`config.mk`:
```
export PLATFORM = sky130hd
export DESIGN_NAME = i2cs_rx_stepper
export DESIGN_NICKNAME = d
export VERILOG_FILES = /design/src/rtl/i2cs_rx_pkg.sv /design/src/rtl/i2cs_line_sync.sv /design/src/rtl/i2cs_byte_shift.sv /design/src/rtl/i2cs_rx_stepper.sv
export SDC_FILE = /design/constraint.sdc
export NUM_CORES = 1
export LEC_CHECK = 0
export BUFFER_PORTS_ARGS = -buffer_cell sky130_fd_sc_hd__buf_2
export CAP_MARGIN = 20
export CORE_MARGIN = 2
export CORE_UTILIZATION = 25
export CTS_CLUSTER_DIAMETER = 200
export DETAILED_ROUTE_END_ITERATION = 10
export PLACE_DENSITY = 0.44
export SYNTH_ARGS = -nofsm -noshare
export SYNTH_HDL_FRONTEND = slang
export SYNTH_HIERARCHICAL = 1
export SYNTH_SLANG_ARGS = --single-unit
```
`constraint.sdc`:
```
create_clock -name clk -period 2.69 [get_ports clk]
set_clock_uncertainty 0.15 [all_clocks]
set_input_delay 0.538 -clock clk [delete_from_list [all_inputs] [get_ports clk]]
set_output_delay 0.538 -clock clk [all_outputs]
set_load 0.03 [all_outputs]
```
`src/rtl/i2cs_rx_pkg.sv`:
```
package i2cs_rx_pkg;
  typedef enum logic [2:0] {
    EV_NONE  = 3'd0,
    EV_STOP  = 3'd1,
    EV_START = 3'd2,
    EV_BYTE  = 3'd3,
    EV_ACK   = 3'd4,
    EV_NAK   = 3'd5
  } ev_code_t;

  typedef enum logic [1:0] {
    ST_IDLE,
    ST_WAIT,
    ST_RX,
    ST_ACK
  } ctl_state_t;

  localparam logic [2:0] OP_RX  = 3'd3;
  localparam logic [2:0] OP_ACK = 3'd4;
endpackage

```
`src/rtl/i2cs_line_sync.sv`:
```
module i2cs_line_sync #(
  parameter int STAGES = 2
) (
  input  logic clk,
  input  logic rst_n,
  input  logic scl_i,
  input  logic sda_i,
  output logic scl_s,
  output logic scl_rise,
  output logic scl_fall,
  output logic sda_s,
  output logic start_det,
  output logic stop_det
);
  logic [STAGES-1:0] scl_ff, sda_ff;
  logic              scl_prev, sda_prev;

  always_ff @(posedge clk or negedge rst_n) begin
    if (!rst_n) begin
      scl_ff   <= '1;
      sda_ff   <= '1;
      scl_prev <= 1'b1;
      sda_prev <= 1'b1;
    end else begin
      scl_ff   <= {scl_ff[STAGES-2:0], scl_i};
      sda_ff   <= {sda_ff[STAGES-2:0], sda_i};
      scl_prev <= scl_ff[STAGES-1];
      sda_prev <= sda_ff[STAGES-1];
    end
  end

  assign scl_s     = scl_ff[STAGES-1];
  assign sda_s     = sda_ff[STAGES-1];
  assign scl_rise  = scl_s & ~scl_prev;
  assign scl_fall  = ~scl_s & scl_prev;
  assign start_det = scl_s & scl_prev & sda_prev & ~sda_s;
  assign stop_det  = scl_s & scl_prev & ~sda_prev & sda_s;
endmodule

```
`src/rtl/i2cs_byte_shift.sv`:
```
module i2cs_byte_shift #(
  parameter int W = 8
) (
  input  logic         clk,
  input  logic         rst_n,
  input  logic         clr,
  input  logic         shift_en,
  input  logic         bit_in,
  output logic [W-1:0] byte_next,
  output logic         last
);
  localparam int CW = $clog2(W);

  logic [W-1:0]  data_q, data_d;
  logic [CW-1:0] cnt_q, cnt_d;

  always_comb begin
    data_d = data_q;
    cnt_d  = cnt_q;
    if (clr) begin
      data_d = '0;
      cnt_d  = '0;
    end else if (shift_en) begin
      data_d = byte_next;
      cnt_d  = (cnt_q == CW'(W-1)) ? '0 : cnt_q + 1'b1;
    end
  end

  always_ff @(posedge clk or negedge rst_n) begin
    if (!rst_n) begin
      data_q <= '0;
      cnt_q  <= '0;
    end else begin
      data_q <= data_d;
      cnt_q  <= cnt_d;
    end
  end

  assign byte_next = {data_q[W-2:0], bit_in};
  assign last      = (cnt_q == CW'(W-1));
endmodule

```
`src/rtl/i2cs_rx_stepper.sv`:
```
module i2cs_rx_stepper
  import i2cs_rx_pkg::*;
#(
  parameter int DATA_W      = 8,
  parameter int SYNC_STAGES = 2
) (
  input  logic              clk,
  input  logic              rst_n,
  input  logic              scl_i,
  input  logic              sda_i,
  output logic              scl_oe,
  output logic              sda_oe,
  input  logic [DATA_W-2:0] own_addr,
  input  logic [2:0]        op_mode,
  input  logic              op_go,
  input  logic              ack_nak,
  output logic              busy,
  output logic [2:0]        evt_code,
  output logic [DATA_W-1:0] rx_byte,
  output logic              evt_flag,
  input  logic              evt_clr,
  output logic              irq
);
  logic scl_s, scl_rise, scl_fall, sda_s, start_det, stop_det;
  logic sh_clr, sh_en, sh_last;
  logic [DATA_W-1:0] sh_byte;

  i2cs_line_sync #(.STAGES(SYNC_STAGES)) u_sync (
    .clk(clk), .rst_n(rst_n), .scl_i(scl_i), .sda_i(sda_i),
    .scl_s(scl_s), .scl_rise(scl_rise), .scl_fall(scl_fall),
    .sda_s(sda_s), .start_det(start_det), .stop_det(stop_det)
  );

  i2cs_byte_shift #(.W(DATA_W)) u_shift (
    .clk(clk), .rst_n(rst_n), .clr(sh_clr), .shift_en(sh_en),
    .bit_in(sda_s), .byte_next(sh_byte), .last(sh_last)
  );

  ctl_state_t        state_q, state_d;
  logic              xfer_q, xfer_d;
  logic              addr_q, addr_d;
  logic              hold_q, hold_d;
  logic              sdrv_q, sdrv_d;
  logic              arm_q, arm_d;
  logic              rose_q, rose_d;
  logic              nak_q, nak_d;
  logic              flag_q, flag_d;
  ev_code_t          code_q, code_d;
  logic [DATA_W-1:0] rxb_q, rxb_d;
  logic              ev_set;
  ev_code_t          ev_val;
  logic              go_valid, addr_hit;

  assign go_valid = op_go & ((op_mode == OP_RX) | (op_mode == OP_ACK));
  assign addr_hit = (sh_byte[DATA_W-1:1] == own_addr) & ~sh_byte[0];

  always_comb begin
    state_d = state_q;
    xfer_d  = xfer_q;
    addr_d  = addr_q;
    hold_d  = hold_q;
    sdrv_d  = sdrv_q;
    arm_d   = arm_q;
    rose_d  = rose_q;
    nak_d   = nak_q;
    rxb_d   = rxb_q;
    ev_set  = 1'b0;
    ev_val  = EV_NONE;
    sh_clr  = 1'b0;
    sh_en   = 1'b0;

    case (state_q)
      ST_WAIT: begin
        if (go_valid) begin
          if (op_mode == OP_RX) begin
            state_d = ST_RX;
            hold_d  = 1'b0;
            sh_clr  = 1'b1;
          end else begin
            state_d = ST_ACK;
            nak_d   = ack_nak;
            arm_d   = 1'b0;
            rose_d  = 1'b0;
          end
        end else if (!scl_s) begin
          hold_d = 1'b1;
        end
      end
      ST_RX: begin
        sh_en = scl_rise;
        if (scl_rise && sh_last) begin
          if (addr_q && !addr_hit) begin
            state_d = ST_IDLE;
            xfer_d  = 1'b0;
          end else begin
            state_d = ST_WAIT;
            addr_d  = 1'b0;
            rxb_d   = sh_byte;
            ev_set  = 1'b1;
            ev_val  = EV_BYTE;
          end
        end
      end
      ST_ACK: begin
        if (!arm_q) begin
          if (!scl_s) begin
            arm_d  = 1'b1;
            sdrv_d = ~nak_q;
          end
        end else begin
          hold_d = 1'b0;
          if (scl_rise) rose_d = 1'b1;
          if (rose_q && scl_fall) begin
            sdrv_d  = 1'b0;
            ev_set  = 1'b1;
            ev_val  = nak_q ? EV_NAK : EV_ACK;
            state_d = nak_q ? ST_IDLE : ST_WAIT;
          end
        end
      end
      default: ;
    endcase

    if (start_det) begin
      state_d = ST_WAIT;
      xfer_d  = 1'b1;
      addr_d  = 1'b1;
      hold_d  = 1'b0;
      sdrv_d  = 1'b0;
      ev_set  = 1'b1;
      ev_val  = EV_START;
    end else if (stop_det) begin
      state_d = ST_IDLE;
      xfer_d  = 1'b0;
      hold_d  = 1'b0;
      sdrv_d  = 1'b0;
      if (xfer_q) begin
        ev_set = 1'b1;
        ev_val = EV_STOP;
      end
    end
  end

  always_comb begin
    flag_d = flag_q;
    code_d = code_q;
    if (ev_set) begin
      flag_d = 1'b1;
      code_d = ev_val;
    end else if (evt_clr) begin
      flag_d = 1'b0;
      code_d = EV_NONE;
    end
  end

  always_ff @(posedge clk or negedge rst_n) begin
    if (!rst_n) begin
      state_q <= ST_IDLE;
      xfer_q  <= 1'b0;
      addr_q  <= 1'b0;
      hold_q  <= 1'b0;
      sdrv_q  <= 1'b0;
      arm_q   <= 1'b0;
      rose_q  <= 1'b0;
      nak_q   <= 1'b0;
      flag_q  <= 1'b0;
      code_q  <= EV_NONE;
      rxb_q   <= '0;
    end else begin
      state_q <= state_d;
      xfer_q  <= xfer_d;
      addr_q  <= addr_d;
      hold_q  <= hold_d;
      sdrv_q  <= sdrv_d;
      arm_q   <= arm_d;
      rose_q  <= rose_d;
      nak_q   <= nak_d;
      flag_q  <= flag_d;
      code_q  <= code_d;
      rxb_q   <= rxb_d;
    end
  end

  assign scl_oe   = hold_q;
  assign sda_oe   = sdrv_q;
  assign busy     = (state_q == ST_RX) | (state_q == ST_ACK);
  assign evt_code = code_q;
  assign rx_byte  = rxb_q;
  assign evt_flag = flag_q;
  assign irq      = flag_q;
endmodule

```
==> summary.txt <==
Logic synthesis
  – Post-Syn Instances: 160
  – Mux cell area share after synthesis: 12.0%
  – Adder-cell share of the synthesized area: 1.42%
  – Avg Cell Area, Syn: 11.0 um2
  – Synth Area in Compound Gates: 10.4%
  – Synthesized-area fraction occupied by and/or/nand/nor cells: 15.5%
  – Sequential share of the synthesized area: 52.9%
  – Syn Nets: 179
  – Synth warn: 6
  – Synth Area in XOR/XNOR: 3.47%
  – Unique masters post-synth: 40
  – Largest family of logic cells by synthesized area: simple AND/OR/NAND/NOR gates
  – Mapped Area: 1770 um2
  – Yosys reg bits: 37

Finish
  – Commonest non-fill, non-tap cell in the layout: buf_2
  – Layout cells sized above 1: 31.6%
  – Final core occ: 31.4%
  – Final nets: 214
  – Area Overhead vs Synth: 21.5%
  – Most frequent cells in the layout: 32 x buf_2, 31 x dfrtp_1, 16 x nor2_1
  – Ant diodes: 0
  – Layout Cells excl Fill: 292

Routing
  – Via count: 1,284
  – WL/cell: 12.8 um
  – DRT iter0 DRCs: 43
  – TritonRoute pass-1 iters: 4
  – Vias per cell: 4.40
  – WL final: 3.72 mm
  – Post-DRT Antenna Nets: 0
  – DRC violations left: 0

Timing
  – Setup violations, final: 0
  – Final TNS setup: 0 ns
  – Min cycle time layout: 2.09 ns
  – Final Slew Violations: 0
  – Final Cycle Share: 77.6%
  – Relative slew slack: 68.6%
  – Hold Vio Cnt, Final: 0
  – RSZ-0062 raised after global routing: false
  – FMAX: 0.479 GHz
  – Worst-Margin Slew: 0.471 ns

Critical path
  – Largest stage delay, worst path: 0.53 ns
  – Reg-to-reg startpoint: state_q[1]$_DFFE_PN0P_
  – Reg2Reg Depth: 6
  – Worst Path Arrival: 2.11 ns
  – Crit path capture type: flop
  – CP Launch Type: flop
  – Reg2reg setup slack: 0.60 ns
  – Critical Path RT: 2.71 ns
  – Critical-path top delay cell: dfrtp_1
  – Setup Crit Path Kind: reg -> reg
  – CP cell instances: inv_1, nor2_1, nand3_1, nor2_2, buf_4, mux2_2
  – Max FO, Critical Path: 11
  – Reg-to-reg critical path endpoint: rx_byte[2]$_DFFE_PN0N_

Power and ir drop
  – Leak: 1.00 nW
  – Pwr/cell area: 804 nW/um2
  – VDD IR max: 0.230 mV

Clock network
  – TritonCTS clock tree: yes
  – Cts bufs inserted: 5
  – Clk slew on worst S/H paths: 0.08 ns
  – Worst skew pair latency: 0.29 ns
  – Cts repair resizes: 0
  – Root buf cell: clkbuf_8
  – TritonCTS Sinks: 37
  – Clock Path Buffers: 2
  – H-tree levels: 2
  – Hold buffers post-CTS: 0
  – Setup bufs post-CTS: 0

Global routing
  – Antenna violations before repair: 0
  – Grt ovf: 0
  – First-pass GRT wire length: 6.43 mm
  – Vias in the first global route: 1,317
  – Largest net degree at the start of global routing: 38
  – Total GRT Usage: 10.9%

Floorplanning
  – Die Width: 88.0 um
  – Die area: 7750 um2
  – Initial Utilization: 25.8%
  – Ports: 33
  – Row count: 30
  – Core area: 6830 um2
  – Die Y: 88.0 um

Flow run
  – Max-cap violations: 0

Place
  – Port Buf Inserts: 32
  – Post-Place Cells: 284
  – Post-DP HPWL: 2.66 mm
  – Routability cong.: 0.789

Status
  – Status: finished, final reports clean

Min path
  – HP Class: in -> async
==> how the worst max path moves through the flow <==
| stage | startpoint | endpoint | slack (ns) | depth (start not counted) |
|---|---|---|---|---|
| after floorplan | own_addr[6] | rx_byte[1]$_DFFE_PN0N_ | 0.67 | 6 |
| after global placement | own_addr[5] | rx_byte[2]$_DFFE_PN0N_ | 0.39 | 7 |
| after detailed placement | own_addr[5] | rx_byte[6]$_DFFE_PN0N_ | 0.40 | 7 |
| after CTS | u_sync/scl_ff[1]$_DFF_PN1_ | rx_byte[6]$_DFFE_PN0N_ | 0.58 | 5 |
| after global routing | state_q[1]$_DFFE_PN0P_ | rx_byte[5]$_DFFE_PN0N_ | 0.39 | 6 |
| final | state_q[1]$_DFFE_PN0P_ | rx_byte[2]$_DFFE_PN0N_ | 0.60 | 6 |
==> sequential cells by signal, indices dropped and copies added, names as in the netlist <==
name,count
rx_byte,8
u_shift/data_q,7
evt_code,3
u_shift/cnt_q,3
state_q,2
u_sync/scl_ff,2
u_sync/sda_ff,2
addr_q,1
arm_q,1
evt_flag,1
nak_q,1
rose_q,1
scl_oe,1
sda_oe,1
u_sync/scl_prev,1
u_sync/sda_prev,1
xfer_q,1
==> power breakdown <==
part,switching (mW),internal [mW],leakage [nW]
registers,0.145,0.687,0.462
clock network,0.200,0.302,0.0585
logic,0.223,0.167,0.483
total,0.568,1.16,1.00
==> Yosys cell counts, drive strengths merged <==
master	instances	area (um2)
dfrtp	31	776
nor2	17	66.3
mux2i	11	110
mux2	9	101
a21oi	8	43.8
buf	7	47.5
nand3	7	35.0
o21ai	7	35.0
xor2	7	61.3
dfstp	6	158
inv	6	22.5
nand2	5	18.8
nor2b	4	25.0
nor3	3	15.0
nor4	3	18.8
a311oi	2	17.5
and2	2	12.5
and4b	2	20.0
clkbuf	2	7.51
ha	2	25.0
nand2b	2	12.5
nand3b	2	15.0
o21bai	2	15.0
o221ai	2	17.5
a211o	1	10.0
a211oi	1	7.51
a22oi	1	7.51
and3b	1	8.76
nor3b	1	7.51
nor4b	1	8.76
o21a	1	7.51
o22ai	1	6.26
o2bb2ai	1	8.76
o31ai	1	7.51
or3b	1	8.76
==> kinds of logic after synthesis <==
family / after synthesis
AO/OA/AOI/OAI: 28
XOR/XNOR: 7
adder cells (fa/ha/maj): 2
buffers and inverters: 15
flip-flops: 37
multiplexers: 20
AND/OR/NAND/NOR: 51
==> worst max-delay path: cells and delay by family (launching register included) <==
kind                   cells  cell delay [ns]
and+or+nand+nor            3             0.55
DFF                        1             0.53
buffers and inverters      2             0.39
muxes                      1             0.34
==> cell type report <==
| type | count | area (um2) |
|---|---|---|
| clock inverters | 1 | 30.0 |
| well taps | 96 | 120 |
| clock buffers | 7 | 86.3 |
| repair buffers | 37 | 198 |
| inverters | 6 | 22.5 |
| fillers | 743 | 4690 |
| flip-flops and latches | 37 | 933 |
| multi-input cells | 108 | 754 |
==> stage by stage <==
stage	instance area [um2]	worst slack [ns]	hold slack [ns]	total power [mW]
finish	2140	0.601	0.131	1.72
global route	2140	0.390	0.180	1.85
CTS	2140	0.580	0.152	1.75
detailed placement	2030	0.400	0.197	1.24
global placement	2030	0.392	0.197	1.24
floorplan	1770	0.665	0.0924	1.11
==> metal layers <==
metal	track usage, %	routed length, um	vias up
met5	0	0	-
met4	4.55	40	0
met3	2.64	115	4
met2	17.0	1810	21
met1	14.5	1750	627
li1	-	-	632
Note: power is estimated with default switching activity, not from simulation.
